==> src/rtl/pcic_pkg.sv <==
package pcic_pkg;
  // What the current level does in a cycle, after any software write
  typedef enum logic [1:0] {
    OP_HOLD = 2'd0,
    OP_TAKE = 2'd1,
    OP_POP  = 2'd2,
    OP_ERR  = 2'd3
  } cur_op_e;
endpackage

==> src/rtl/pcic_src_regs.sv <==
module pcic_src_regs #(
  parameter int NSW    = 8,
  parameter int NPER   = 24,
  parameter int PRIO_W = 4,
  localparam int NSRC  = NSW + NPER,
  localparam int IDX_W = $clog2(NSRC)
) (
  input  logic                   clk,
  input  logic                   rst,
  input  logic                   prio_we,
  input  logic [IDX_W-1:0]       prio_idx,
  input  logic [PRIO_W-1:0]      prio_wdata,
  input  logic                   sw_we,
  input  logic [NSW-1:0]         sw_set,
  input  logic [NSW-1:0]         sw_clr,
  input  logic [NPER-1:0]        periph_req,
  output logic [NSRC-1:0]        pend_nx,
  output logic [NSRC*PRIO_W-1:0] prio_flat
);
  logic [PRIO_W-1:0] prio_tab [NSRC];
  logic [NSW-1:0]    sw_q;
  logic [NSW-1:0]    sw_nx;

  always_comb begin
    sw_nx = sw_we ? ((sw_q & ~sw_clr) | sw_set) : sw_q;
  end

  always_ff @(posedge clk) begin
    if (rst) sw_q <= '0;
    else     sw_q <= sw_nx;
  end

  always_ff @(posedge clk) begin
    if (rst) begin
      for (int i = 0; i < NSRC; i++) prio_tab[i] <= '0;
    end else if (prio_we && (int'(prio_idx) < NSRC)) begin
      prio_tab[prio_idx] <= prio_wdata;
    end
  end

  // Arbitration sees the flag state that this cycle's write produces
  assign pend_nx = {periph_req, sw_nx};

  for (genvar g = 0; g < NSRC; g++) begin : g_flat
    assign prio_flat[g*PRIO_W +: PRIO_W] = prio_tab[g];
  end


  swflag_set_chk: assert property (@(posedge clk) disable iff (rst)
    sw_we |=> ((sw_q & $past(sw_set)) == $past(sw_set)));


  swflag_clr_chk: assert property (@(posedge clk) disable iff (rst)
    sw_we |=> ((sw_q & $past(sw_clr) & ~$past(sw_set)) == '0));
endmodule

==> src/rtl/pcic_arbiter.sv <==
module pcic_arbiter #(
  parameter int NSRC   = 32,
  parameter int PRIO_W = 4,
  localparam int IDX_W = $clog2(NSRC)
) (
  input  logic [NSRC-1:0]        pend,
  input  logic [NSRC*PRIO_W-1:0] prio_flat,
  output logic                   best_valid,
  output logic [PRIO_W-1:0]      best_prio,
  output logic [IDX_W-1:0]       best_idx
);
  // The scan runs from the top index down with >=, so a lower index wins ties
  always_comb begin
    best_prio = '0;
    best_idx  = '0;
    for (int i = NSRC - 1; i >= 0; i--) begin
      if (pend[i] && (prio_flat[i*PRIO_W +: PRIO_W] != '0) &&
          (prio_flat[i*PRIO_W +: PRIO_W] >= best_prio)) begin
        best_prio = prio_flat[i*PRIO_W +: PRIO_W];
        best_idx  = IDX_W'(i);
      end
    end
    best_valid = (best_prio != '0);
  end
endmodule

==> src/rtl/pcic_prio_stack.sv <==
module pcic_prio_stack #(
  parameter int DEPTH = 16,
  parameter int W     = 4,
  localparam int AW   = (DEPTH > 1) ? $clog2(DEPTH) : 1,
  localparam int SPW  = $clog2(DEPTH + 1)
) (
  input  logic         clk,
  input  logic         rst,
  input  logic         push,
  input  logic         pop,
  input  logic [W-1:0] din,
  output logic [W-1:0] top,
  output logic         empty,
  output logic         full
);
  logic [W-1:0]   mem [DEPTH];
  logic [SPW-1:0] sp;
  logic [AW-1:0]  wr_a;
  logic [AW-1:0]  rd_a;

  assign wr_a  = sp[AW-1:0];
  assign rd_a  = AW'(sp - SPW'(1));
  assign empty = (sp == '0);
  assign full  = (sp == SPW'(DEPTH));
  assign top   = mem[rd_a];

  // No reset on the storage, so it can map onto RAM
  always_ff @(posedge clk) begin
    if (push && !full) mem[wr_a] <= din;
  end

  always_ff @(posedge clk) begin
    if (rst)                 sp <= '0;
    else if (push && !full)  sp <= sp + SPW'(1);
    else if (pop && !empty)  sp <= sp - SPW'(1);
  end


  stack_overflow_chk: assert property (@(posedge clk) disable iff (rst)
    full |-> !push);


  stack_underflow_chk: assert property (@(posedge clk) disable iff (rst)
    empty |-> !pop);


  stack_lifo_chk: assert property (@(posedge clk) disable iff (rst)
    (push && !pop) |=> (top == $past(din)));
endmodule

==> src/rtl/prio_ceiling_intc.sv <==
module prio_ceiling_intc
  import pcic_pkg::*;
#(
  parameter int NSW         = 8,
  parameter int NPER        = 24,
  parameter int PRIO_W      = 4,
  parameter int STACK_DEPTH = 16,
  localparam int NSRC       = NSW + NPER,
  localparam int IDX_W      = $clog2(NSRC)
) (
  input  logic              clk,
  input  logic              rst,
  input  logic              prio_wr_en,
  input  logic [IDX_W-1:0]  prio_wr_src,
  input  logic [PRIO_W-1:0] prio_wr_level,
  input  logic              swflag_wr_en,
  input  logic [NSW-1:0]    swflag_set,
  input  logic [NSW-1:0]    swflag_clr,
  input  logic [NPER-1:0]   periph_req,
  input  logic              ceil_wr_en,
  input  logic [PRIO_W-1:0] ceil_wr_level,
  input  logic              ack,
  input  logic              eoi,
  output logic              irq_out,
  output logic              ack_valid,
  output logic [IDX_W-1:0]  ack_vec,
  output logic [PRIO_W-1:0] cur_level,
  output logic              eoi_err
);
  logic [NSRC-1:0]        pend_nx;
  logic [NSRC*PRIO_W-1:0] prio_flat;
  logic                   best_valid;
  logic [PRIO_W-1:0]      best_prio;
  logic [IDX_W-1:0]       best_idx;
  logic [PRIO_W-1:0]      cur_q, eff_cur, cur_nx, stk_top;
  logic                   stk_empty, stk_full;
  logic                   irq_q, ack_valid_q, err_q;
  logic [IDX_W-1:0]       ack_vec_q;
  cur_op_e                op;

  pcic_src_regs #(.NSW(NSW), .NPER(NPER), .PRIO_W(PRIO_W)) u_src (
    .clk(clk), .rst(rst),
    .prio_we(prio_wr_en), .prio_idx(prio_wr_src), .prio_wdata(prio_wr_level),
    .sw_we(swflag_wr_en), .sw_set(swflag_set), .sw_clr(swflag_clr),
    .periph_req(periph_req), .pend_nx(pend_nx), .prio_flat(prio_flat)
  );

  pcic_arbiter #(.NSRC(NSRC), .PRIO_W(PRIO_W)) u_arb (
    .pend(pend_nx), .prio_flat(prio_flat),
    .best_valid(best_valid), .best_prio(best_prio), .best_idx(best_idx)
  );

  pcic_prio_stack #(.DEPTH(STACK_DEPTH), .W(PRIO_W)) u_stk (
    .clk(clk), .rst(rst),
    .push(op == OP_TAKE), .pop(op == OP_POP), .din(eff_cur),
    .top(stk_top), .empty(stk_empty), .full(stk_full)
  );

  // A software write lands first, then ack or eoi acts on the result
  always_comb begin
    eff_cur = ceil_wr_en ? ceil_wr_level : cur_q;
    op      = OP_HOLD;
    if (ack) begin
      if (best_valid && (best_prio > eff_cur) && !stk_full) op = OP_TAKE;
    end else if (eoi) begin
      op = stk_empty ? OP_ERR : OP_POP;
    end
    case (op)
      OP_TAKE: cur_nx = best_prio;
      OP_POP:  cur_nx = stk_top;
      default: cur_nx = eff_cur;
    endcase
  end

  always_ff @(posedge clk) begin
    if (rst) begin
      cur_q       <= '0;
      irq_q       <= 1'b0;
      ack_valid_q <= 1'b0;
      ack_vec_q   <= '0;
      err_q       <= 1'b0;
    end else begin
      cur_q       <= cur_nx;
      irq_q       <= best_valid && (best_prio > cur_nx);
      ack_valid_q <= (op == OP_TAKE);
      ack_vec_q   <= (op == OP_TAKE) ? best_idx : '0;
      if (op == OP_ERR) err_q <= 1'b1;
    end
  end

  assign irq_out   = irq_q;
  assign ack_valid = ack_valid_q;
  assign ack_vec   = ack_vec_q;
  assign cur_level = cur_q;
  assign eoi_err   = err_q;


  take_raise_chk: assert property (@(posedge clk) disable iff (rst)
    (op == OP_TAKE) |=> (ack_valid_q && (cur_q == $past(best_prio))));


  err_sticky_chk: assert property (@(posedge clk) disable iff (rst)
    err_q |=> err_q);


  ceil_write_chk: assert property (@(posedge clk) disable iff (rst)
    (ceil_wr_en && !ack && !eoi) |=> (cur_q == $past(ceil_wr_level)));


  irq_headroom_chk: assert property (@(posedge clk) disable iff (rst)
    irq_q |-> (cur_q != '1));


  ack_eoi_chk: assert property (@(posedge clk) disable iff (rst)
    (ack && eoi && !ceil_wr_en) |=> (ack_valid_q || (cur_q == $past(cur_q))));


  vec_idle_chk: assert property (@(posedge clk) disable iff (rst)
    !ack_valid_q |-> (ack_vec_q == '0));
endmodule

==> config.mk <==
export PLATFORM = sky130hd
export DESIGN_NAME = prio_ceiling_intc
export DESIGN_NICKNAME = d
export VERILOG_FILES = /design/src/rtl/pcic_pkg.sv /design/src/rtl/pcic_src_regs.sv /design/src/rtl/pcic_arbiter.sv /design/src/rtl/pcic_prio_stack.sv /design/src/rtl/prio_ceiling_intc.sv
export SDC_FILE = /design/constraint.sdc
export NUM_CORES = 1
export LEC_CHECK = 0
export ABC_AREA = 1
export BUFFER_PORTS_ARGS = -buffer_cell sky130_fd_sc_hd__clkbuf_2
export CAP_MARGIN = 15
export CORE_MARGIN = 4
export CORE_UTILIZATION = 55
export DETAILED_ROUTE_END_ITERATION = 12
export PLACE_DENSITY = 0.73
export SETUP_SLACK_MARGIN = 0.2
export SYNTH_ARGS = -nofsm -noshare
export SYNTH_HDL_FRONTEND = slang
export SYNTH_HIERARCHICAL = 1
export SYNTH_SLANG_ARGS = --single-unit
==> constraint.sdc <==
create_clock -name clk -period 45.2 [get_ports clk]
set_input_delay 9.04 -clock clk [delete_from_list [all_inputs] [get_ports clk]]
set_output_delay 9.04 -clock clk [all_outputs]
set_load 0.01 [all_outputs]
### Word level (Yosys, flattened, before mapping)

Memories as Yosys holds them, arrays and structs flattened.
Cells that the tools add are included.

* register bits after elaboration: 25
* bits in writable memories: 192
* bits of input ports: 60
* output and inout port bits: 12
* word-level logic and storage cells: 251
* memories: 2

Memory list
* u_src.prio_tab: depth 32, width 4, rd ports 32, clocked after Yosys merged registers in 0, wr ports 32, line pcic_src_regs.sv:20 `logic [PRIO_W-1:0] prio_tab [NSRC];`
* u_stk.mem: depth 16, width 4, rd ports 1, clocked after Yosys merged registers in 0, wr ports 1, line pcic_prio_stack.sv:16 `logic [W-1:0] mem [DEPTH];`

* add/subtract/negate cells: 2
* magnitude comparators: 34
* equal/unequal tests: 4
* muxes and demuxes: 82
* bitwise gates (word level): 4
* reductions and logical operators: 112

Operators by type and width (count)
* $mux W4: 42
* $reduce_bool A4 Y1: 33
* $ge A4 B4 Y1: 31
* $mux W5: 19
* $logic_and A1 B1 Y1: 69
* $reduce_or A18 Y1: 1
* $mux W3: 4
* $mux W1: 11
* $reduce_or A10 Y1: 1
* $and A8 B8 Y8: 1
* $gt A4 B4 Y1: 2
* $mux W2: 4
* $mux W8: 1
* $not A8 Y8: 1
* $or A8 B8 Y8: 1
* $pmux W4 S2: 1
* $reduce_or A4 Y1: 2
* $reduce_or A6 Y1: 1
* $add A5 B1 Y5 const B: 1
* $eq A5 B5 Y1 const B: 1
* $logic_not A5 Y1: 1
* $sub A5 B1 Y5 const B: 1
* $eq A2 B2 Y1 const B: 2
* $ge A4 B1 Y1 const B: 1
* other kinds (5): 6

### Depth between registers and ports, before layout

Gate-level depths: netlist (run 1).
An unclocked memory read counts as a cell.

* word-level depth: 107
* gate-level depth with buffers: 369
* mapped depth without buffers: 362

### By module

Netlist (run 1), hierarchy kept.

By module, submodules not included
* pcic_arbiter: times used 1, cells each 1043, area each 5769.3 um^2, seq. area each 0.0 um^2
* pcic_src_regs: times used 1, cells each 441, area each 5376.4 um^2, seq. area each 4003.8 um^2
* pcic_prio_stack: times used 1, cells each 293, area each 3098.0 um^2, seq. area each 2021.9 um^2
* prio_ceiling_intc: times used 1, cells each 107, area each 742.0 um^2, seq. area each 240.2 um^2

### Worst setup path after synthesis (run 1)

OpenSTA, ideal clock, no wires.

* path kind: input port to flip-flop
* start: input port periph_req[23]
* end: memory u_stk.mem[8][0] (enable)
* setup time: 0.361 ns
* arrival: 43.561 ns
* required time: 44.839 ns
* path slack: 1.278 ns
* stages: 315
* path buffers: 9
* cells stage by stage: buf_4 -> nand2_1 -> inv_2 -> nand2_1 -> ha_1 -> a21oi_1 -> nand3_2 -> nand2_2 -> nand2_1 -> o21ai_0 -> ha_1 -> o21ai_1 -> nand2_1 -> o21ai_0 -> inv_1 -> nand2_2 -> nand2_2 -> nand2_2 -> [... 279 more ...] -> o21a_1 -> o21a_1 -> o21ai_0 -> inv_1 -> nand2_1 -> inv_1 -> nand2_1 -> nand2_1 -> ha_1 -> nand2_1 -> nor2_1 -> nor2_1 -> nand2_1 -> nand2_1 -> ha_1 -> nand2_4 -> buf_8 -> nor3_1

* word-level cells in the longest chain between the ends: 105
* elaborated cells between the ends (all ways): 106
* those cells by class: order compare (32); eq/ne (1); mux (36); reduce/logical (37)

RTL lines
* from (decl): line prio_ceiling_intc.sv:19 `input logic [NPER-1:0] periph_req,`
* $logic_and A1 B1 Y1 (*) (2 in a row): line pcic_arbiter.sv:17 `if (pend[i] && (prio_flat[i*PRIO_W +: PRIO_W] != '0) &&`
* $mux W4 (*): line pcic_arbiter.sv:17
* $ge A4 B4 Y1: line pcic_arbiter.sv:18 `(prio_flat[i*PRIO_W +: PRIO_W] >= best_prio)) begin`
* $logic_and A1 B1 Y1: line pcic_arbiter.sv:17
* $mux W4 (*): line pcic_arbiter.sv:17
* $ge A4 B4 Y1: line pcic_arbiter.sv:18
* $logic_and A1 B1 Y1: line pcic_arbiter.sv:17
* $mux W4 (*): line pcic_arbiter.sv:17
* [... 87 more ...]
* named net best_prio[3]: line prio_ceiling_intc.sv:33 `logic [PRIO_W-1:0] best_prio;`
* $gt A4 B4 Y1 / $reduce_bool A4 Y1 (equally long branches): line prio_ceiling_intc.sv:64, pcic_arbiter.sv:23
* $logic_and A1 B1 Y1 (*) (2 in a row): line prio_ceiling_intc.sv:64 `if (best_valid && (best_prio > eff_cur) && !stk_full) op = OP_TAKE;`
* $mux W1 (*): line prio_ceiling_intc.sv:64
* $mux W2 (*): line prio_ceiling_intc.sv:63 `if (ack) begin`
* $eq A2 B1 Y1 (*): line prio_ceiling_intc.sv:55 `.push(op == OP_TAKE), .pop(op == OP_POP), .din(eff_cur),`
* $logic_and A1 B1 Y1 (*): line pcic_prio_stack.sv:29 `if (push && !full) mem[wr_a] <= din;`
* $mux W1 (*): line pcic_prio_stack.sv:29
* $mux W1 (not written as such) (*): line pcic_prio_stack.sv:29
* to (decl): line pcic_prio_stack.sv:16

The timed path passes the listed nets; every way through them passes the cells marked *.

### Final worst setup path (run 1)

* start: input port periph_req[23]
* end: memory u_stk.mem[7][3] (enable)

* word-level cells in the longest chain between the ends: 105
* elaborated cells between the ends (all ways): 106
* those cells by class: order compare (32); eq/ne (1); mux (36); reduce/logical (37)

RTL lines
* $logic_and A1 B1 Y1 (*) (2 in a row): line pcic_arbiter.sv:17
* $mux W4 (*): line pcic_arbiter.sv:17
* $ge A4 B4 Y1: line pcic_arbiter.sv:18
* $logic_and A1 B1 Y1: line pcic_arbiter.sv:17
* $mux W4 (*): line pcic_arbiter.sv:17
* $ge A4 B4 Y1: line pcic_arbiter.sv:18
* $logic_and A1 B1 Y1: line pcic_arbiter.sv:17
* $mux W4 (*): line pcic_arbiter.sv:17
* [... 87 more ...]
* named net best_prio[3]: line prio_ceiling_intc.sv:33
* [... 1 more ...]
* named net best_valid: line prio_ceiling_intc.sv:32 `logic best_valid;`
* $logic_and A1 B1 Y1 (*) (2 in a row): line prio_ceiling_intc.sv:64
* $mux W1 (*): line prio_ceiling_intc.sv:64
* $mux W2 (*): line prio_ceiling_intc.sv:63
* $eq A2 B1 Y1 (*): line prio_ceiling_intc.sv:55
* $logic_and A1 B1 Y1 (*): line pcic_prio_stack.sv:29
* $mux W1 (*): line pcic_prio_stack.sv:29
* $mux W1 (not written as such) (*): line pcic_prio_stack.sv:29

Marked as above.

==> flow_metrics.env, run 1 <==
export IMPL_status="finished, final reports clean"
export IMPL_muxShareOfSynthArea_pct=0
export IMPL_totalWireLength_mm=36.1
export IMPL_antenna_left=0
export IMPL_max_freq_mhz=23.5
export IMPL_hold_path_class="reg -> reg"
export IMPL_worstSetupPathType="in -> reg"
export IMPL_core_area_mm2=0.0269
export IMPL_cts_hold_buf=0
export IMPL_vias_per_cell=5.33
export IMPL_start_kind="input pin"
export IMPL_yosysTopAreaCell="edfxtp_1"
export IMPL_end_kind="flip-flop"
export IMPL_drc_errors=0
export IMPL_maxSlewViolCount=0
export IMPL_ys_ff_latch=217
export IMPL_synth_ff_type="edfxtp_1"
export IMPL_synth_cell_types=50
export IMPL_synth_edf_count=192
export IMPL_rows=60
export IMPL_maxSlewHeadroom_pct=29.3
export IMPL_synthCells=1884
export IMPL_start_util_pct=55.8
export IMPL_gp_congestion=0.905
export IMPL_worst_slew_pin_slew_ps=1050
export IMPL_cts_root_buf="clkbuf_16"
export IMPL_synth_top_cell_area_share_pct=38.5
export IMPL_crit_top_cell="nand2_1"
export IMPL_die_h_um=173
export IMPL_fin_skew_ps=10.2
export IMPL_cap_violations=0
export IMPL_yosysWarnings=6
export IMPL_final_setup_worst_slack_ps=2650
export IMPL_critPathMaxFanout=9
export IMPL_worstPathRequired_ps=45440
export IMPL_io_pins=72
export IMPL_drive_above_1_share_pct=27.2
export IMPL_ys_seq_area_share_pct=41.8
export IMPL_synth_compound_area_share_pct=8.47
export IMPL_die_area_mm2=0.0300
export IMPL_synthSimpleGateAreaFrac_pct=32.4
export IMPL_wire_per_inst_um=14.7
export IMPL_hold_violations=0
export IMPL_synth_area_mm2=0.0150
export IMPL_setup_viol=0
export IMPL_async_reset_ff_share_pct=0
export IMPL_nets=2250
export IMPL_vias=13100
export IMPL_drt_iter0_drc=891
export IMPL_synth_area_per_cell_um2=7.95
export IMPL_antenna_found_initial=2
export IMPL_cts_sinks=217
export IMPL_final_period_utilization_pct=94.1
export IMPL_io_buffers=71
export IMPL_syn2layout_area_growth_pct=20.5
export IMPL_yosys_area_share_xor_xnor_pct=0.117
export IMPL_synth_top_family_by_area="simple AND/OR/NAND/NOR gates"
export IMPL_yosysMostFrequentCell="nand2_1"
export IMPL_cp_slowest_stage_delay_ps=330
export IMPL_place_ws_ps=-845
export IMPL_insertion_delay_ps=530
export IMPL_grt_max_degree=38
export IMPL_dr_pass1_iters=5
export IMPL_grt_ovfl_total=0
export IMPL_cts_tree="yes"
export IMPL_die_w_um=173
export IMPL_synth_nets=2041
export IMPL_grt_pass1_wl_mm=57.1
export IMPL_arrival_ps=42780
export IMPL_grt_pass1_vias=12100
export IMPL_min_period_ps=42550
export IMPL_path_clk_slew_ps=60
export IMPL_synth_fa_ha_area_share_pct=8.10
export IMPL_synth_area_leaders="edfxtp_1 (38%), nand2_1 (10%), ha_1 (8.1%)"
export IMPL_dpl_hpwl_mm=25.2
export IMPL_h_tree_depth=1
export IMPL_cts_path_max_buffers=3
export IMPL_grt_usage_pct=22.6
export IMPL_cts_made_buffers=24
export IMPL_synth_common_cells="nand2_1 (400), nor2_1 (251), inv_1 (244), edfxtp_1 (192), nand3_1 (163)"
export IMPL_slowest_stage="ha_1"
cell usage in the layout, fill, tap and decap left out, types with 16 or more instances in the layout:
cell,Yosys,routed
inv_1,244,240
nor3_1,29,28
a21oi_1,22,21
nand3_2,36,42
edfxtp_1,192,192
buf_4,25,167
inv_2,13,16
dfxtp_1,25,25
nand2_2,108,111
nand2_1,400,368
ha_1,97,87
nor2_1,251,243
o21ai_0,132,51
o21ai_2,3,45
clkbuf_2,2,71
o21ai_1,12,50
clkbuf_16,0,24
nand2_4,17,47
a21boi_0,28,28
nand3_1,163,157
final cells by class:
type	instances	area [um^2]
inverters	260	983
clock inverters	17	163
clock buffers	27	612
repair buffers	242	1650
multi-input cells	1348	7950
diodes	1	2.50
flip-flops and latches	217	6270
well taps	341	427
fillers	2095	8820
through the flow:
step	hold slack (ps)	cell area (um^2)	std cells	setup TNS (ps)	util, %
after floorplan	445	15000	1884	0	-
after global placement	453	16300	2361	0	60.8
after detailed placement	461	16300	2361	-57170	60.8
after CTS	471	17200	2405	0	63.8
after global routing	488	18100	2452	-10860	67.2
final	467	18100	2453	0	67.2
path summary, 6_finish.rpt:
check,cells past startpoint,to,slack (ps),startpoint
max,321,u_stk/mem[7][3]$_DFFE_PP_,2650,periph_req[23]
min,2,u_src/sw_q[6]$_SDFF_PP0_,470,u_src/sw_q[6]$_SDFF_PP0_
max reg2reg,322,u_stk/mem[7][3]$_DFFE_PP_,10640,u_src/prio_tab[31][2]$_SDFFCE_PN0P_
min reg2reg,2,u_src/sw_q[6]$_SDFF_PP0_,470,u_src/sw_q[6]$_SDFF_PP0_
layer usage:
layer	vias up	global-route usage, %	part of all wire, %
met5	-	0	0.075
met2	388	39.9	49
met3	72	3.41	6.1
met1	6005	29.2	42
li1	6608	-	-
met4	4	6.12	2.5
flip-flops by register name (all words and copies together), names as in the netlist:
| name | cells |
|---|---|
| u_stk/sp | 5 |
| irq_out | 1 |
| ack_vec | 5 |
| eoi_err | 1 |
| u_src/prio_tab | 128 |
| u_src/sw_q | 8 |
| ack_valid | 1 |
| cur_level | 4 |
| u_stk/mem | 64 |
worst max-delay path: cells and delay by family:
kind | cells | cell delay (ps)
adders and majority gates | 32 | 8330
buffers and inverters | 36 | 2840
and+or+nand+nor | 189 | 15350
AOI/OAI and AO/OA | 64 | 7120
repair_timing:
item | 4_1_cts | 5_1_grt
setup buffers | 0 | 45
cloned | 0 | 2
resized for setup | 26 | 199
pin swaps | 2 | 114
endpoints found under the setup margin | 80 | 81
kinds of logic (layout without fill, tap and decap cells):
logic type	count (synthesis)	after routing
AOI/OAI and AO/OA	222	222
xor gates and xnor gates	2	2
adders and majority gates	97	97
buffers and inverters	321	546
DFF	217	217
other	0	1
and+or+nand+nor	1025	1027
Power of run 1 is left out: the tool's default activity adds up to more than one toggle a clock period on the data nets, which glitch-free logic cannot reach.
==> run 2, diff against run 1 <==
Settings changed: CTS_BUF_LIST from default to sky130_fd_sc_hd__clkbuf_4.
==> run 2 against run 1 <==
Fmax increased by 1.3%. Die area unchanged. Register-to-register slack improved by 390 ps. Sequential share of layout area increased by 0.57 points. Setup slack improved by 540 ps. Core utilization decreased by 1.1 points. Count of clock-buffer cells in the layout increased by 49. Global-route usage about the same. Clock skew increased by 75 ps. Critical path depth decreased by 2. Via count about the same. First-iteration DRC count decreased by 14%. Critical path type unchanged. Highest routed layer unchanged.
==> flow_metrics.env, run 2 (synthesized netlist as in run 1, its figures left out) <==
export IMPL_status="finished, final reports clean"
export IMPL_fillerInstances=2175
export IMPL_reg2reg_slack_ps=11030
export IMPL_final_period_utilization_pct=92.9
export IMPL_wire_per_inst_um=14.1
export IMPL_grt_pass1_wl_mm=57.1
export IMPL_hold_violations=0
export IMPL_rows=60
export IMPL_largest_register_ffs=128
export IMPL_hold_slack_ps=467
export IMPL_critPathMaxFanout=9
export IMPL_dpl_hpwl_mm=25.2
export IMPL_setup_viol=0
export IMPL_slowest_stage="ha_1"
export IMPL_worst_slew_pin_slew_ps=985
export IMPL_io_buffers=71
export IMPL_end_kind="flip-flop"
export IMPL_grt_ovfl_total=0
export IMPL_worstSetupPathType="in -> reg"
export IMPL_antenna_left=0
export IMPL_reg_top3="u_src/prio_tab x128, u_stk/mem x64, u_src/sw_q x8"
export IMPL_grt_usage_pct=22.6
export IMPL_die_h_um=173
export IMPL_largest_register="u_src/prio_tab"
export IMPL_cp_slowest_stage_delay_ps=320
export IMPL_cap_violations=0
export IMPL_final_cell_mix="nand2_1 (377), nor2_1 (249), inv_1 (241)"
export IMPL_layout_commonest_cell="nand2_1"
export IMPL_nets=2270
export IMPL_crit_top_cell="nand2_1"
export IMPL_max_freq_mhz=23.8
export IMPL_die_w_um=173
export IMPL_vias=13100
export IMPL_cts_made_buffers=56
export IMPL_totalWireLength_mm=35.3
export IMPL_syn2layout_area_growth_pct=18.6
export IMPL_worstPathRequired_ps=45830
export IMPL_cts_sinks=217
export IMPL_h_tree_depth=2
export IMPL_grt_pass1_vias=12300
export IMPL_core_area_mm2=0.0269
export IMPL_start_util_pct=55.8
export IMPL_setup_tns_ps=0
export IMPL_path_clk_slew_ps=70
export IMPL_start_kind="input pin"
export IMPL_insertion_delay_ps=700
export IMPL_drive_above_1_share_pct=27.4
export IMPL_gp_congestion=0.905
export IMPL_cts_hold_buf=0
export IMPL_arrival_ps=42640
export IMPL_maxSlewViolCount=0
export IMPL_drt_iter0_drc=765
export IMPL_die_area_mm2=0.0300
export IMPL_min_period_ps=42010
export IMPL_grt_max_degree=38
export IMPL_maxSlewHeadroom_pct=33.8
export IMPL_io_pins=72
export IMPL_cts_root_buf="clkbuf_4"
export IMPL_fin_skew_ps=84.9
export IMPL_antenna_found_initial=3
export IMPL_cts_path_max_buffers=3
export IMPL_hold_path_class="reg -> reg"
export IMPL_vias_per_cell=5.23
export IMPL_dr_pass1_iters=5
export IMPL_cts_tree="yes"
export IMPL_drc_errors=0
==> run 2: per-layer routing <==
metal / GRT usage, % / part of all wire (%) / up-vias
li1: - / - / 6679
met5: 0 / 0.068 / -
met1: 28.9 / 43 / 5963
met2: 39.8 / 49 / 362
met4: 6.29 / 1.6 / 4
met3: 4.02 / 6.5 / 57
==> run 2: timing repair <==
action	in CTS	in global routing
setup buffers	0	33
gates resized for setup	17	179
pin swaps	1	83
endpoints found under the setup margin	74	81
cloned	0	2
==> run 2: worst paths after layout <==
kind	startpoint	to	cells after the start
min	u_src/sw_q[6]$_SDFF_PP0_	u_src/sw_q[6]$_SDFF_PP0_	2
min reg2reg	u_src/sw_q[6]$_SDFF_PP0_	u_src/sw_q[6]$_SDFF_PP0_	2
max	periph_req[23]	irq_out$_SDFF_PP0_	319
max reg2reg	u_src/prio_tab[31][2]$_SDFFCE_PN0P_	irq_out$_SDFF_PP0_	321
==> run 2: area by class of cell <==
class | instances | area, um^2 | share of cell area, %
multi-input combinational | 1348 | 7840 | 44.1
sequential | 217 | 6270 | 35.3
timing repair buffer | 230 | 1560 | 8.78
inverter | 260 | 983 | 5.54
clock buffer | 76 | 571 | 3.21
tap | 341 | 427 | 2.40
clock inverter | 24 | 116 | 0.655
antenna | 2 | 5.00 | 0.0282
==> run 2: critical path: cells and delay by family <==
family | cells | cell delay [ps]
AOI/OAI and AO/OA | 67 | 7350
adders and majority gates | 34 | 9080
buffers and inverters | 35 | 2590
and+or+nand+nor | 183 | 14470
==> run 2: stage by stage <==
step	instances	area (um^2)	util, %	setup WS, ps
4_1_cts	2461	17000	63.4	202
3_3_place_gp	2361	16300	60.8	315
2_1_floorplan	1884	15000	-	1280
5_1_grt	2497	17800	66.1	-61.7
6_report	2498	17800	66.1	3190
3_5_place_dp	2361	16300	60.8	-845
Power of run 2 is left out for the same reason.
